## src/rtl/wqd_pkg.sv

```systemverilog
package wqd_pkg;

  typedef enum logic [1:0] {
    ST_IDLE = 2'd0,
    ST_RUN  = 2'd1,
    ST_FIN  = 2'd2
  } wqd_state_e;

  typedef struct packed {
    logic n;
    logic z;
    logic v;
    logic c;
  } wqd_flags_t;

endpackage

```

## src/rtl/wqd_prep.sv

```systemverilog
// Operand assembly: forms the 2W-bit dividend, strips signs in signed mode.
module wqd_prep #(
  parameter int W = 32
) (
  input  logic           signed_i,
  input  logic [W-1:0]   y_i,
  input  logic [W-1:0]   opa_i,
  input  logic [W-1:0]   opb_i,
  output logic [2*W-1:0] dvd_mag_o,
  output logic [W-1:0]   dvs_mag_o,
  output logic           neg_q_o,
  output logic           dvs_zero_o
);
  localparam int DW = 2 * W;

  logic [DW-1:0] dvd_raw;
  logic          dvd_neg;
  logic          dvs_neg;

  always_comb begin
    dvd_raw    = {y_i, opa_i};
    dvd_neg    = signed_i & dvd_raw[DW-1];
    dvs_neg    = signed_i & opb_i[W-1];
    dvd_mag_o  = dvd_neg ? (~dvd_raw + DW'(1)) : dvd_raw;
    dvs_mag_o  = dvs_neg ? (~opb_i + W'(1)) : opb_i;
    neg_q_o    = dvd_neg ^ dvs_neg;
    dvs_zero_o = (opb_i == '0);
  end

endmodule

```

## src/rtl/wqd_core.sv

```systemverilog
// Restoring shift-subtract engine: one quotient bit per enabled clock.
module wqd_core #(
  parameter int W = 32
) (
  input  logic           clk,
  input  logic           rst_n,
  input  logic           load_i,
  input  logic           step_i,
  input  logic [2*W-1:0] dvd_i,
  input  logic [W-1:0]   dvs_i,
  output logic [2*W-1:0] qmag_o
);
  localparam int DW = 2 * W;

  logic [W-1:0]  rem_q, rem_n;
  logic [DW-1:0] quo_q, quo_n;
  logic [W-1:0]  dvs_q, dvs_n;
  logic [W:0]    shifted;
  logic [W:0]    diff;
  logic          fits;

  always_comb begin
    shifted = {rem_q, quo_q[DW-1]};
    fits    = (shifted >= {1'b0, dvs_q});
    diff    = shifted - {1'b0, dvs_q};
    rem_n   = rem_q;
    quo_n   = quo_q;
    dvs_n   = dvs_q;
    if (load_i) begin
      rem_n = '0;
      quo_n = dvd_i;
      dvs_n = dvs_i;
    end else if (step_i) begin
      rem_n = fits ? diff[W-1:0] : shifted[W-1:0];
      quo_n = {quo_q[DW-2:0], fits};
    end
  end

  always_ff @(posedge clk or negedge rst_n) begin
    if (!rst_n) begin
      rem_q <= '0;
      quo_q <= '0;
      dvs_q <= '0;
    end else if (load_i || step_i) begin
      rem_q <= rem_n;
      quo_q <= quo_n;
      dvs_q <= dvs_n;
    end
  end

  assign qmag_o = quo_q;

endmodule

```

## src/rtl/wqd_fix.sv

```systemverilog
// Sign restoration and saturation of the 2W-bit quotient magnitude.
module wqd_fix #(
  parameter int W = 32
) (
  input  logic [2*W-1:0] qmag_i,
  input  logic           signed_i,
  input  logic           neg_i,
  output logic [W-1:0]   quot_o,
  output logic           ovf_o
);
  localparam int DW = 2 * W;
  localparam logic [W-1:0] S_MIN = {1'b1, {(W-1){1'b0}}};
  localparam logic [W-1:0] S_MAX = {1'b0, {(W-1){1'b1}}};

  logic hi_any;
  logic pos_big;
  logic neg_big;

  always_comb begin
    hi_any  = |qmag_i[DW-1:W];
    pos_big = hi_any | qmag_i[W-1];
    neg_big = hi_any | (qmag_i[W-1] & (|qmag_i[W-2:0]));
    quot_o  = qmag_i[W-1:0];
    ovf_o   = 1'b0;
    if (!signed_i) begin
      if (hi_any) begin
        quot_o = '1;
        ovf_o  = 1'b1;
      end
    end else if (neg_i) begin
      if (neg_big) begin
        quot_o = S_MIN;
        ovf_o  = 1'b1;
      end else begin
        quot_o = ~qmag_i[W-1:0] + W'(1);
      end
    end else if (pos_big) begin
      quot_o = S_MAX;
      ovf_o  = 1'b1;
    end
  end

endmodule

```

## src/rtl/wqd_divider.sv

```systemverilog
module wqd_divider #(
  parameter int W = 32
) (
  input  logic         clk,
  input  logic         rst_n,
  input  logic         start_i,
  input  logic         signed_i,
  input  logic         setcc_i,
  input  logic [W-1:0] y_i,
  input  logic [W-1:0] opa_i,
  input  logic [W-1:0] opb_i,
  output logic         busy_o,
  output logic         done_o,
  output logic [W-1:0] quot_o,
  output logic         ovf_o,
  output logic         dz_trap_o,
  output logic [3:0]   flags_o
);
  import wqd_pkg::*;

  localparam int STEPS = 2 * W;
  localparam int CW    = $clog2(STEPS);
  localparam logic [CW-1:0] LAST = CW'(STEPS - 1);

  wqd_state_e     st_q, st_n;
  logic [CW-1:0]  cnt_q, cnt_n;
  logic           sgn_q, sgn_n;
  logic           cc_q, cc_n;
  logic           neg_q, neg_n;
  logic           trap_n;
  logic           done_n;
  logic           res_en;
  logic           mode_en;
  logic           load;
  logic           step;
  logic [W-1:0]   quot_q;
  logic           ovf_q;
  wqd_flags_t     flg_q, flg_n;
  logic           trap_q;
  logic           done_q;

  logic [2*W-1:0] dvd_mag;
  logic [W-1:0]   dvs_mag;
  logic           neg_pre;
  logic           dvs_zero;
  logic [2*W-1:0] qmag;
  logic [W-1:0]   quot_fix;
  logic           ovf_fix;

  wqd_prep #(.W(W)) u_prep (
    .signed_i  (signed_i),
    .y_i       (y_i),
    .opa_i     (opa_i),
    .opb_i     (opb_i),
    .dvd_mag_o (dvd_mag),
    .dvs_mag_o (dvs_mag),
    .neg_q_o   (neg_pre),
    .dvs_zero_o(dvs_zero)
  );

  wqd_core #(.W(W)) u_core (
    .clk   (clk),
    .rst_n (rst_n),
    .load_i(load),
    .step_i(step),
    .dvd_i (dvd_mag),
    .dvs_i (dvs_mag),
    .qmag_o(qmag)
  );

  wqd_fix #(.W(W)) u_fix (
    .qmag_i  (qmag),
    .signed_i(sgn_q),
    .neg_i   (neg_q),
    .quot_o  (quot_fix),
    .ovf_o   (ovf_fix)
  );

  // Next-state logic
  always_comb begin
    st_n    = st_q;
    cnt_n   = cnt_q;
    sgn_n   = sgn_q;
    cc_n    = cc_q;
    neg_n   = neg_q;
    trap_n  = 1'b0;
    done_n  = 1'b0;
    load    = 1'b0;
    step    = 1'b0;
    mode_en = 1'b0;
    res_en  = 1'b0;
    unique case (st_q)
      ST_IDLE: begin
        if (start_i) begin
          if (dvs_zero) begin
            trap_n = 1'b1;
          end else begin
            load    = 1'b1;
            mode_en = 1'b1;
            sgn_n   = signed_i;
            cc_n    = setcc_i;
            neg_n   = neg_pre;
            cnt_n   = '0;
            st_n    = ST_RUN;
          end
        end
      end
      ST_RUN: begin
        step  = 1'b1;
        cnt_n = cnt_q + CW'(1);
        if (cnt_q == LAST) begin
          st_n = ST_FIN;
        end
      end
      ST_FIN: begin
        res_en = 1'b1;
        done_n = 1'b1;
        st_n   = ST_IDLE;
      end
      default: st_n = ST_IDLE;
    endcase
  end

  always_comb begin
    flg_n   = flg_q;
    if (cc_q) begin
      flg_n.n = quot_fix[W-1];
      flg_n.z = (quot_fix == '0);
      flg_n.v = ovf_fix;
      flg_n.c = 1'b0;
    end
  end

  // Registers
  always_ff @(posedge clk or negedge rst_n) begin
    if (!rst_n) begin
      st_q   <= ST_IDLE;
      cnt_q  <= '0;
      trap_q <= 1'b0;
      done_q <= 1'b0;
    end else begin
      st_q   <= st_n;
      cnt_q  <= cnt_n;
      trap_q <= trap_n;
      done_q <= done_n;
    end
  end

  always_ff @(posedge clk or negedge rst_n) begin
    if (!rst_n) begin
      sgn_q <= 1'b0;
      cc_q  <= 1'b0;
      neg_q <= 1'b0;
    end else if (mode_en) begin
      sgn_q <= sgn_n;
      cc_q  <= cc_n;
      neg_q <= neg_n;
    end
  end

  always_ff @(posedge clk or negedge rst_n) begin
    if (!rst_n) begin
      quot_q <= '0;
      ovf_q  <= 1'b0;
      flg_q  <= '0;
    end else if (res_en) begin
      quot_q <= quot_fix;
      ovf_q  <= ovf_fix;
      flg_q  <= flg_n;
    end
  end

  assign busy_o    = (st_q != ST_IDLE);
  assign done_o    = done_q;
  assign quot_o    = quot_q;
  assign ovf_o     = ovf_q;
  assign dz_trap_o = trap_q;
  assign flags_o   = flg_q;

endmodule

```

## config.mk

```make
export PLATFORM = sky130hd
export DESIGN_NAME = wqd_divider
export DESIGN_NICKNAME = d
export VERILOG_FILES = /design/src/rtl/wqd_pkg.sv /design/src/rtl/wqd_prep.sv /design/src/rtl/wqd_core.sv /design/src/rtl/wqd_fix.sv /design/src/rtl/wqd_divider.sv
export SDC_FILE = /design/constraint.sdc
export NUM_CORES = 1
export LEC_CHECK = 0
export ABC_CLOCK_PERIOD_IN_PS = 2950
export BUFFER_PORTS_ARGS = -buffer_cell sky130_fd_sc_hd__buf_2
export CORE_MARGIN = 10
export CORE_UTILIZATION = 55
export CTS_BUF_LIST = sky130_fd_sc_hd__clkbuf_8
export DETAILED_ROUTE_END_ITERATION = 10
export GPL_ROUTABILITY_DRIVEN = 0
export GPL_TIMING_DRIVEN = 0
export PLACE_DENSITY = 0.79
export SYNTH_ARGS = -nofsm -noshare
export SYNTH_HDL_FRONTEND = slang
export SYNTH_SLANG_ARGS = --single-unit
```

## constraint.sdc

```tcl
create_clock -name clk -period 2.95 [get_ports clk]
set_input_delay 0.7375 -clock clk [delete_from_list [all_inputs] [get_ports clk]]
set_output_delay 0.7375 -clock clk [all_outputs]
set_load 0.05 [all_outputs]
```

==> metrics.cfg, run 1 <==
[synth]
synthCells=1454
synth_compound_area_share_pct=24.5
synthAdderAreaFrac_pct=3.87
async_flop_share_pct=100
synth-seq-cells=177
postSynthAreaPerCell_um2=8.37
synth_ff_type=dfrtp_1
ys_warn_count=0
synth_xor_area_share_pct=8.49
yosys.area_share.simple_pct=20.1
synth_cell_types=72
ys_seq_area_share_pct=36.4
synth_edf_count=0
syn_area_um2=12200
synth_nets=1592
synth_top_family_by_area=compound AO/OA/AOI/OAI gates
synth_mux_area_share_pct=1.73

[route]
drt_iter0_drc=1144
ant_nets=0
wl_mm=37.6
post-route-drc-count=0
via_count=12300
drt-pass1-iter-count=8
wire_per_inst_um=19.4
via_per_inst=6.32

[cts]
cts_root_buffer=clkbuf_8
clk_path_buf_depth=2
cts_made_buffers=17
clk_pin_slew_ns=0.11
hold_buffers=0
cts_tree=yes
clkLatencyLatePin_ns=0.48
clock-sinks=177
h-tree-depth=4

[min_path]
hold_class=input port to asynchronous set/reset pin

[placement]
dpl.hpwl_mm=27.8
io_buffers=139
place_area_um2=13300

[pwr]
seq_power_share_pct=29.1
p_sw_share_pct=47.5
p_switching_mw=7.34
p_clk_share_pct=11.0
ir_worst_vdd_v=0.000709
power_mw=15.4
p_leak_nw=6.30
combPwrFrac_pct=59.9
powerDensity_nw_per_um2=1070
p_int_mw=8.10

[finish]
n_fill_cell=1797
regArea_um2=4440
multi_input_area_um2=7550
area_growth_pct=18.5
stdcell_area_um2=14400
layout-drive-gt1-share_pct=20.9
final_util_pct=66.1
fin_nets=1787
diodes=0

[critical_path]
endpoint_kind=flop
reg2reg_from=u_core.qmag_o[0]$_DFFE_PN0P_
rr_endpoint=flags_o[2]$_DFFE_PN0P_
crit_required_ns=3.37
r2r_slack_ns=-0.15
setup.worst_path.class=flop to flop
reg2reg_depth=10
crit_fanout=7
arrival_ns=3.52
startpoint_type=flop

[timing]
setup_slack_ns=-0.151
tightest_slew_ns=0.963
layout_min_cycle_time_ns=3.10
hold_viol_final=0
final.setup_skew_ns=0.0195
period_share_pct=105
maxSlewHeadroom_pct=35.5
rsz0062_at_grt=true
hold_slack_ns=0.223
slew_violations=0
setup_viol=1
fmax_ghz=0.322

[global_routing]
gr-usage-all-layers_pct=24.8
grt_start_max_net_pins=101
grt_pass1_wl_mm=59.1
antenna_found_initial=0
grt_pass1_vias=11800
grt_overflow_total=0

[floorplan]
num_io_pins=141
die_w_um=169
die-area_um2=28500
fp-row-count=54
die_y_um=169
initial_utilization_pct=55.8
core_area_um2=21800

[flow_run]
drv_cap=0

[run_status]
outcome=complete, but fails checks
violations=setup timing

## worst max-delay path by stage
stage,slack (ns),to,cells after the start,start
6_report,-0.15,flags_o[2]$_DFFE_PN0P_,10,u_core.qmag_o[0]$_DFFE_PN0P_
4_1_cts,-0.20,flags_o[2]$_DFFE_PN0P_,10,u_core.qmag_o[18]$_DFFE_PN0P_
2_1_floorplan,0.01,u_core.qmag_o[61]$_DFFE_PN0P_,7,y_i[4]
3_5_place_dp,-0.81,u_core.qmag_o[1]$_DFFE_PN0P_,12,opb_i[2]
5_1_grt,-0.20,flags_o[2]$_DFFE_PN0P_,11,u_core.qmag_o[40]$_DFFE_PN0P_
3_3_place_gp,-1.57,u_core.qmag_o[52]$_DFFE_PN0P_,1,rst_n
## layout by cell type, fill, tap and decap left out, drive strengths merged, types with 6 or more instances in the layout
| cell type | count |
|---|---|
| o21ai | 154 |
| nor3 | 34 |
| clkbuf | 71 |
| buf | 212 |
| nor2 | 126 |
| o31ai | 31 |
| nor4 | 23 |
| a21oi | 79 |
| a21o | 21 |
| xnor2 | 48 |
| and2 | 9 |
| o211ai | 20 |
| nand2 | 178 |
| nand2b | 9 |
| dfrtp | 177 |
| a211oi | 11 |
| nor4b | 6 |
| mux2i | 21 |
| a22o | 6 |
| inv | 66 |
| and3 | 6 |
| a31oi | 18 |
| o21a | 9 |
| nand3 | 32 |
| or3 | 9 |
| o41ai | 12 |
| or4 | 18 |
| a22oi | 30 |
| xor2 | 70 |
| nand4 | 20 |
| or2 | 8 |
| a221o | 39 |
| ha | 36 |
## flip-flops by register name, summed over array words and instances, names as in the netlist, 2 cells and up
name and flops:
u_core.qmag_o 64, u_core.rem_q 32, st_q 2, cnt_q 6, u_core.dvs_q 32, quot_o 32, flags_o 3
## critical path, cell delays in order, from the launching register on
cell,delay (ns)
dfrtp_2,0.47
or4_4,0.57
nor4b_4,0.40
nand3_2,0.16
buf_4,0.21
nor3_1,0.15
a21oi_1,0.10
o211ai_1,0.28
nand4_1,0.15
nor4_2,0.35
a32o_2,0.22
## power by group through the flow
| stage | clock [mW] | sequential (mW) | combinational, mW |
|---|---|---|---|
| 2_1_floorplan | 0 | 4.31 | 6.11 |
| 6_report | 1.69 | 4.50 | 9.25 |
| 3_5_place_dp | 0 | 4.39 | 8.06 |
| 5_1_grt | 1.80 | 4.59 | 10.2 |
| 4_1_cts | 1.70 | 4.38 | 8.40 |
| 3_3_place_gp | 0 | 4.35 | 7.83 |
## per-stage QoR
stage	std cells	setup WS, ns	TNS, ns
after floorplan	1454	0.00965	0
after global placement	1873	-1.57	-358.77
after detailed placement	1874	-0.815	-91.87
after CTS	1918	-0.203	-0.203
after global routing	1942	-0.205	-0.870
final	1942	-0.151	-0.151
## cells in the mapped netlist, drive strengths merged (30+ instances only)
cell type	count	area, um2
nor2	126	473
inv	58	218
a21oi	79	395
nand3	32	165
a221o	39	390
xnor2	48	420
a22oi	30	225
nand2	178	668
nor3	34	191
o21ai	154	771
xor2	70	613
clkbuf	61	229
dfrtp	177	4430
o31ai	31	233
ha	36	450
## area by class of cell
cell class              instances  area share, %
clock inverters                14          0.989
multi-input cells            1130           52.3
inverters                      58           1.51
flip-flops and latches        177           30.8
clock buffers                  18           1.72
repair buffers                183           7.35
plain buffers                  82           2.91
well taps                     280           2.43
## per-layer routing
layer | global-route usage, % | share of wire, % | routed length [um] | up-vias
li1 | - | - | - | 5690
met3 | 4.42 | 6.7 | 2540 | 109
met5 | 0 | 0 | 0 | -
met2 | 41.2 | 49 | 18300 | 575
met1 | 31.0 | 41 | 15200 | 5908
met4 | 10.8 | 4.1 | 1540 | 0
## repair_timing
item | CTS | global route
gates resized for setup | 51 | 76
pin swaps | 18 | 44
setup endpoints to repair | 145 | 88
setup buffers | 15 | 29
cloned | 0 | 0
## logic make-up after synthesis
family / count (synthesis)
AOI/OAI and AO/OA: 456
xor gates and xnor gates: 118
adders and majority gates: 37
buffers and inverters: 147
DFF: 177
muxes: 21
other: 1
and+or+nand+nor: 497
(Power assumes the default switching activity.)
==> run 2, diff against run 1 <==
- CORE_UTILIZATION: 55 -> 54
- CTS_BUF_LIST: sky130_fd_sc_hd__clkbuf_8 -> default
- PLACE_DENSITY: 0.79 -> 0.78
==> run 2 against run 1 <==
Compared with the run above:
- the run still ends with setup timing left
- first-iteration DRC count is 21% higher
- hold slack better by 0.052 ns
- sequential cell count stayed put
- sequential power hardly changed
- largest cell class unchanged
- total power is 5.1% higher
- clock-buffer cell count is 1 higher
- critical endpoint unchanged
- critical path depth is 1 higher
- maximum frequency is 2.3% higher
- register-to-register slack better by 0.07 ns
- highest routed layer unchanged
- critical path type unchanged
==> metrics.cfg, run 2 (synthesized netlist as in run 1, its figures left out) <==
[global_routing]
grt_pass1_wl_mm=60.0  ; +1.5%
antenna_found_initial=0  ; unchanged
grt_overflow_total=0  ; unchanged
grt_pass1_vias=11900  ; +1.3%
grt_start_max_net_pins=97  ; -4.0%
gr-usage-all-layers_pct=25.2  ; +0.43 points

[floorplan]
fp-row-count=54  ; unchanged
die_w_um=170  ; +0.81%
num_io_pins=141  ; unchanged
initial_utilization_pct=55.2  ; -0.51 points
die_y_um=170  ; +0.81%
die-area_um2=28900  ; +1.6%
core_area_um2=22000  ; +0.93%

[cts]
cts_tree=yes
clk_path_buf_depth=2  ; unchanged
cts_made_buffers=17  ; unchanged
hold_buffers=0  ; unchanged
h-tree-depth=4  ; unchanged
cts_root_buffer=clkbuf_16
clk_pin_slew_ns=0.07  ; -0.04 ns
clkLatencyLatePin_ns=0.44  ; -0.04 ns
clock-sinks=177  ; unchanged

[pwr]
p_leak_nw=6.52  ; +3.5%
power_mw=16.2  ; +5.1%
ir_worst_vdd_v=0.000672  ; -5.2%
powerDensity_nw_per_um2=1090  ; +2.2%

[critical_path]
crit_family=simple AND/OR/NAND/NOR gates
crit_fanout=8  ; +1
r2r_slack_ns=-0.08  ; +0.07 ns
endpoint_kind=flop
crit_required_ns=3.34  ; -0.03 ns
startpoint_type=flop
cp_slowest_cell=or4_4
critical_path_buf_inv_count=2  ; +1
reg2reg_depth=11  ; +1
critPathMaxStageDelay_ns=0.52  ; -0.05 ns
cp.depth=11  ; +1
crit_chain=buf_6 -> or4_4 -> nor4b_4 -> buf_4 -> nand2_1 -> nor2_1 -> a21oi_1 -> o22ai_1 -> or4b_1 -> o21ai_1 -> a32o_2
setup.worst_path.class=flop to flop
arrival_ns=3.42  ; -0.10 ns

[timing]
setup_slack_ns=-0.0807  ; +0.0701 ns
tightest_slew_ns=0.994  ; +0.0305 ns
final.setup_skew_ns=0.00826  ; -0.0112 ns
layout_min_cycle_time_ns=3.03  ; -0.0701 ns
setup_viol=3  ; +2
maxSlewHeadroom_pct=33.5  ; -2.0 points
slew_violations=0  ; unchanged
hold_slack_ns=0.275  ; +0.0521 ns
fmax_ghz=0.330  ; +2.3%
fin_tns_setup_ns=-0.130  ; +0.0210 ns
rsz0062_at_grt=true
hold_viol_final=0  ; unchanged
period_share_pct=103  ; -2.4 points

[finish]
final_util_pct=67.3  ; +1.3 points
layout_common_cells=nand2_1 (175), dfrtp_1 (173), buf_2 (147)
largest_reg_flops=64  ; unchanged
stdcell_area_um2=14800  ; +2.9%
layout-drive-gt1-share_pct=21.3  ; +0.40 points
layoutNonFillerInstCount=1948  ; +0.31%
area_growth_pct=21.9
diodes=0  ; unchanged
fin_nets=1793  ; +0.34%
layout_commonest_cell=nand2_1

[route]
via_per_inst=6.43  ; +1.7%
via_count=12500  ; +2.1%
wire_per_inst_um=19.7  ; +1.9%
wl_mm=38.5  ; +2.2%
drt-pass1-iter-count=7  ; -1
drt_iter0_drc=1379  ; +21%
post-route-drc-count=0  ; unchanged
ant_nets=0  ; unchanged

[placement]
pre_cts_slack_ns=-0.897  ; -0.0823 ns
dpl.hpwl_mm=28.0  ; +0.69%
dp.cells=1874  ; unchanged
io_buffers=139  ; unchanged
place_area_um2=13300  ; unchanged

[run_status]
outcome=complete, but fails checks
violations=setup timing

[flow_run]
drv_cap=0  ; unchanged

[min_path]
hold_class=input port to asynchronous set/reset pin

==> run 2: final cells by class <==
class | instances | area, um2
clock inverters | 13 | 174
fillers | 1799 | 7190
flip-flops and latches | 177 | 4430
clock buffers | 19 | 443
inverters | 58 | 218
repair buffers | 190 | 1150
multi-input cells | 1130 | 7620
well taps | 280 | 350
plain buffers | 81 | 452
==> run 2: where the power goes <==
group / internal, mW / switching (mW) / total, mW
combinational: 3.98 / 5.34 / 9.32
sequential: 3.50 / 1.01 / 4.51
clock: 1.37 / 1.03 / 2.40
==> run 2: path summary, 6_finish.rpt <==
check                                              from                            end
setup / recovery           u_core.qmag_o[3]$_DFFE_PN0P_         flags_o[2]$_DFFE_PN0P_
hold / removal                                    rst_n         flags_o[1]$_DFFE_PN0P_
setup reg to reg           u_core.qmag_o[3]$_DFFE_PN0P_         flags_o[2]$_DFFE_PN0P_
hold reg to reg                  quot_o[30]$_DFFE_PN0P_         quot_o[30]$_DFFE_PN0P_
max in group asynchronous                         rst_n  u_core.qmag_o[58]$_DFFE_PN0P_
min in group clk                 quot_o[30]$_DFFE_PN0P_         quot_o[30]$_DFFE_PN0P_
==> run 2: repair_timing <==
item | 4_1_cts | 5_1_grt
endpoints found under the setup margin | 164 | 110
pin swaps | 23 | 34
gates resized for setup | 56 | 94
cloned | 0 | 1
buffers inserted | 21 | 28
==> run 2: worst reg2reg max path, cell delays in order, from the launching register on <==
cell	delay [ns]
dfrtp_1	0.37
buf_6	0.14
or4_4	0.52
nor4b_4	0.34
buf_4	0.18
nand2_1	0.07
nor2_1	0.12
a21oi_1	0.08
o22ai_1	0.36
or4b_1	0.48
o21ai_1	0.13
a32o_2	0.17
==> run 2: routing by layer <==
| metal | GRT usage (%) | share of wire (%) |
|---|---|---|
| met4 | 11.9 | 4.2 |
| met3 | 4.07 | 7.0 |
| met2 | 41.9 | 49 |
| met5 | 0 | 0 |
| met1 | 31.5 | 40 |
==> run 3, diff against run 2 <==
- CORE_ASPECT_RATIO: default -> 0.5
==> run 3 against run 2 <==
Compared with the run above:
- register-to-register slack worse by 0.16 ns
- combinational power grew 1%
- sequential power down 0.9%
- die area increased by 1.3%
- largest cell class unchanged
- the run still ends with setup timing left
- critical path depth fell by 1
==> metrics.cfg, run 3 (synthesized netlist as in run 1, its figures left out) <==
[run_status]
outcome=complete, but fails checks
violations=setup timing

[timing]
period_share_pct=108  ; +5.3 points
maxSlewHeadroom_pct=22.1  ; -11 points
hold_viol_final=0  ; unchanged
setup_slack_ns=-0.237  ; -0.156 ns
final.setup_skew_ns=0.0109  ; +0.00261 ns
fmax_ghz=0.314  ; -4.9%
slew_violations=0  ; unchanged
setup_viol=2  ; -1
rsz0062_at_grt=true
tightest_slew_ns=1.16  ; +0.170 ns
fin_tns_setup_ns=-0.269  ; -0.139 ns
layout_min_cycle_time_ns=3.19  ; +0.156 ns

[floorplan]
num_io_pins=141  ; unchanged
initial_utilization_pct=55.5  ; +0.27 points
fp-row-count=38  ; -30%
die_w_um=232  ; +37%
core_area_um2=21900  ; -0.49%
die-area_um2=29300  ; +1.3%
die_y_um=126  ; -26%

[critical_path]
endpoint_kind=flop
arrival_ns=3.57  ; +0.15 ns
startpoint_type=flop
crit_top_cell=clkbuf_1
crit_fanout=10  ; +2
cp_slowest_cell=or3_1
setup.worst_path.class=flop to flop
crit_chain=clkbuf_1 -> or4_1 -> clkbuf_1 -> or3_1 -> nor3_1 -> a21oi_1 -> o211ai_1 -> nand4_1 -> nor4_2 -> a32o_2
critPathMaxStageDelay_ns=0.46  ; -0.06 ns
crit_required_ns=3.34  ; about the same

[cts]
clk_pin_slew_ns=0.08  ; about the same
hold_buffers=0  ; unchanged
cts_root_buffer=clkbuf_16
h-tree-depth=4  ; unchanged
cts_made_buffers=17  ; unchanged
cts_tree=yes
clkLatencyLatePin_ns=0.45  ; about the same
clock-sinks=177  ; unchanged
clk_path_buf_depth=2  ; unchanged

[route]
drt_iter0_drc=1721  ; +25%
wl_mm=39.3  ; +2.1%
drt-pass1-iter-count=6  ; -1
wire_per_inst_um=20.0  ; +1.2%
via_count=12600  ; +0.43%
via_per_inst=6.40  ; -0.49%
ant_nets=0  ; unchanged
post-route-drc-count=0  ; unchanged

[finish]
layout_common_cells=nand2_1 (174), dfrtp_1 (173), buf_2 (146)
largest_reg_flops=64  ; unchanged
n_fill_cell=1721  ; -4.3%
final_util_pct=67.8  ; +0.40 points
layout_commonest_cell=nand2_1
area_growth_pct=22.0
fin_nets=1790  ; -0.17%
layout-drive-gt1-share_pct=21.2  ; -0.14 points

[global_routing]
grt_pass1_vias=11900  ; +0.26%
grt_start_max_net_pins=129  ; +33%
gr-usage-all-layers_pct=25.5  ; +0.25 points
grt_pass1_wl_mm=61.7  ; +2.8%
antenna_found_initial=1  ; +1
grt_overflow_total=0  ; unchanged

[pwr]
powerDensity_nw_per_um2=1120  ; +2.2%
p_leak_nw=6.49  ; -0.42%
power_mw=16.6  ; +2.3%
ir_worst_vdd_v=0.000956  ; +42%

[flow_run]
drv_cap=0  ; unchanged

[placement]
pre_cts_slack_ns=-0.749  ; +0.149 ns
dpl.hpwl_mm=28.6  ; +2.1%
io_buffers=139  ; unchanged

[min_path]
hold_class=input port to asynchronous set/reset pin

## run 3: cell count changes in the layout (fill, tap and decap cells not counted), sizes merged
cell      previous run  this run
buf                219       213
bufinv               3         6
clkbuf              71        74
clkinv               2         0
clkinvlp             3         2
diode                0         1
## run 3: routing by layer
metal  vias up  share of wire [%]  GRT usage [%]
met5         -                  0              0
met4         0                2.9           8.87
met3       101                8.4           5.13
met2       640                 48           42.1
met1      6142                 40           32.7
li1       5705                  -              -
## run 3: worst paths after layout
check                                         startpoint                             to  slack, ns  cells past startpoint
setup / recovery           u_core.qmag_o[22]$_DFFE_PN0P_         flags_o[2]$_DFFE_PN0P_      -0.24                     10
hold / removal                                     rst_n    u_core.dvs_q[8]$_DFFE_PN0P_       0.18                      1
setup reg to reg           u_core.qmag_o[22]$_DFFE_PN0P_         flags_o[2]$_DFFE_PN0P_      -0.24                     10
hold reg to reg                   flags_o[1]$_DFFE_PN0P_         flags_o[1]$_DFFE_PN0P_       0.47                      2
max in group asynchronous                          rst_n  u_core.qmag_o[15]$_DFFE_PN0P_       1.76                      2
min in group clk                  flags_o[1]$_DFFE_PN0P_         flags_o[1]$_DFFE_PN0P_       0.47                      2
## run 3: cell type report
class	instances	area (um2)	share of cell area (%)
Multi-Input combinational cell	1130	7610	51.2
Inverter	58	218	1.47
Antenna cell	1	2.50	0.0169
Buffer	82	427	2.87
Tap cell	300	375	2.53
Sequential cell	177	4430	29.9
Timing Repair Buffer	186	1100	7.38
Clock buffer	19	443	2.98
Clock inverter	13	246	1.66
## run 3: report_power, final
part           switching (mW)  total, mW  internal, mW
logic                    5.47       9.44          3.97
clock network            1.05       2.69          1.63
registers               0.968       4.47          3.50
total                    7.49       16.6          9.11
## run 3: critical path: cells and delay by family, from the launching register on
kind | cells | cell delay (ns)
AND/OR/NAND/NOR | 5 | 1.70
AO/OA/AOI/OAI | 3 | 0.65
flip-flops | 1 | 0.36
buffers and inverters | 2 | 0.40
## run 3: metrics by stage
stage                     instance area (um2)  instances  hold WS, ns
after global routing                    14900       1966        0.203
after detailed placement                13300       1894        0.460
final                                   14900       1966        0.178
after CTS                               14400       1947        0.189
after global placement                  13300       1893        0.450
after floorplan                         12200       1454        0.442
## run 3: what timing repair did
item / CTS / global route
cloned: 0 / 2
endpoints found under the setup margin: 99 / 127
pin swaps: 20 / 34
buffers inserted: 23 / 23
resized for setup: 59 / 93
endpoints found under the hold margin: 0 / 0
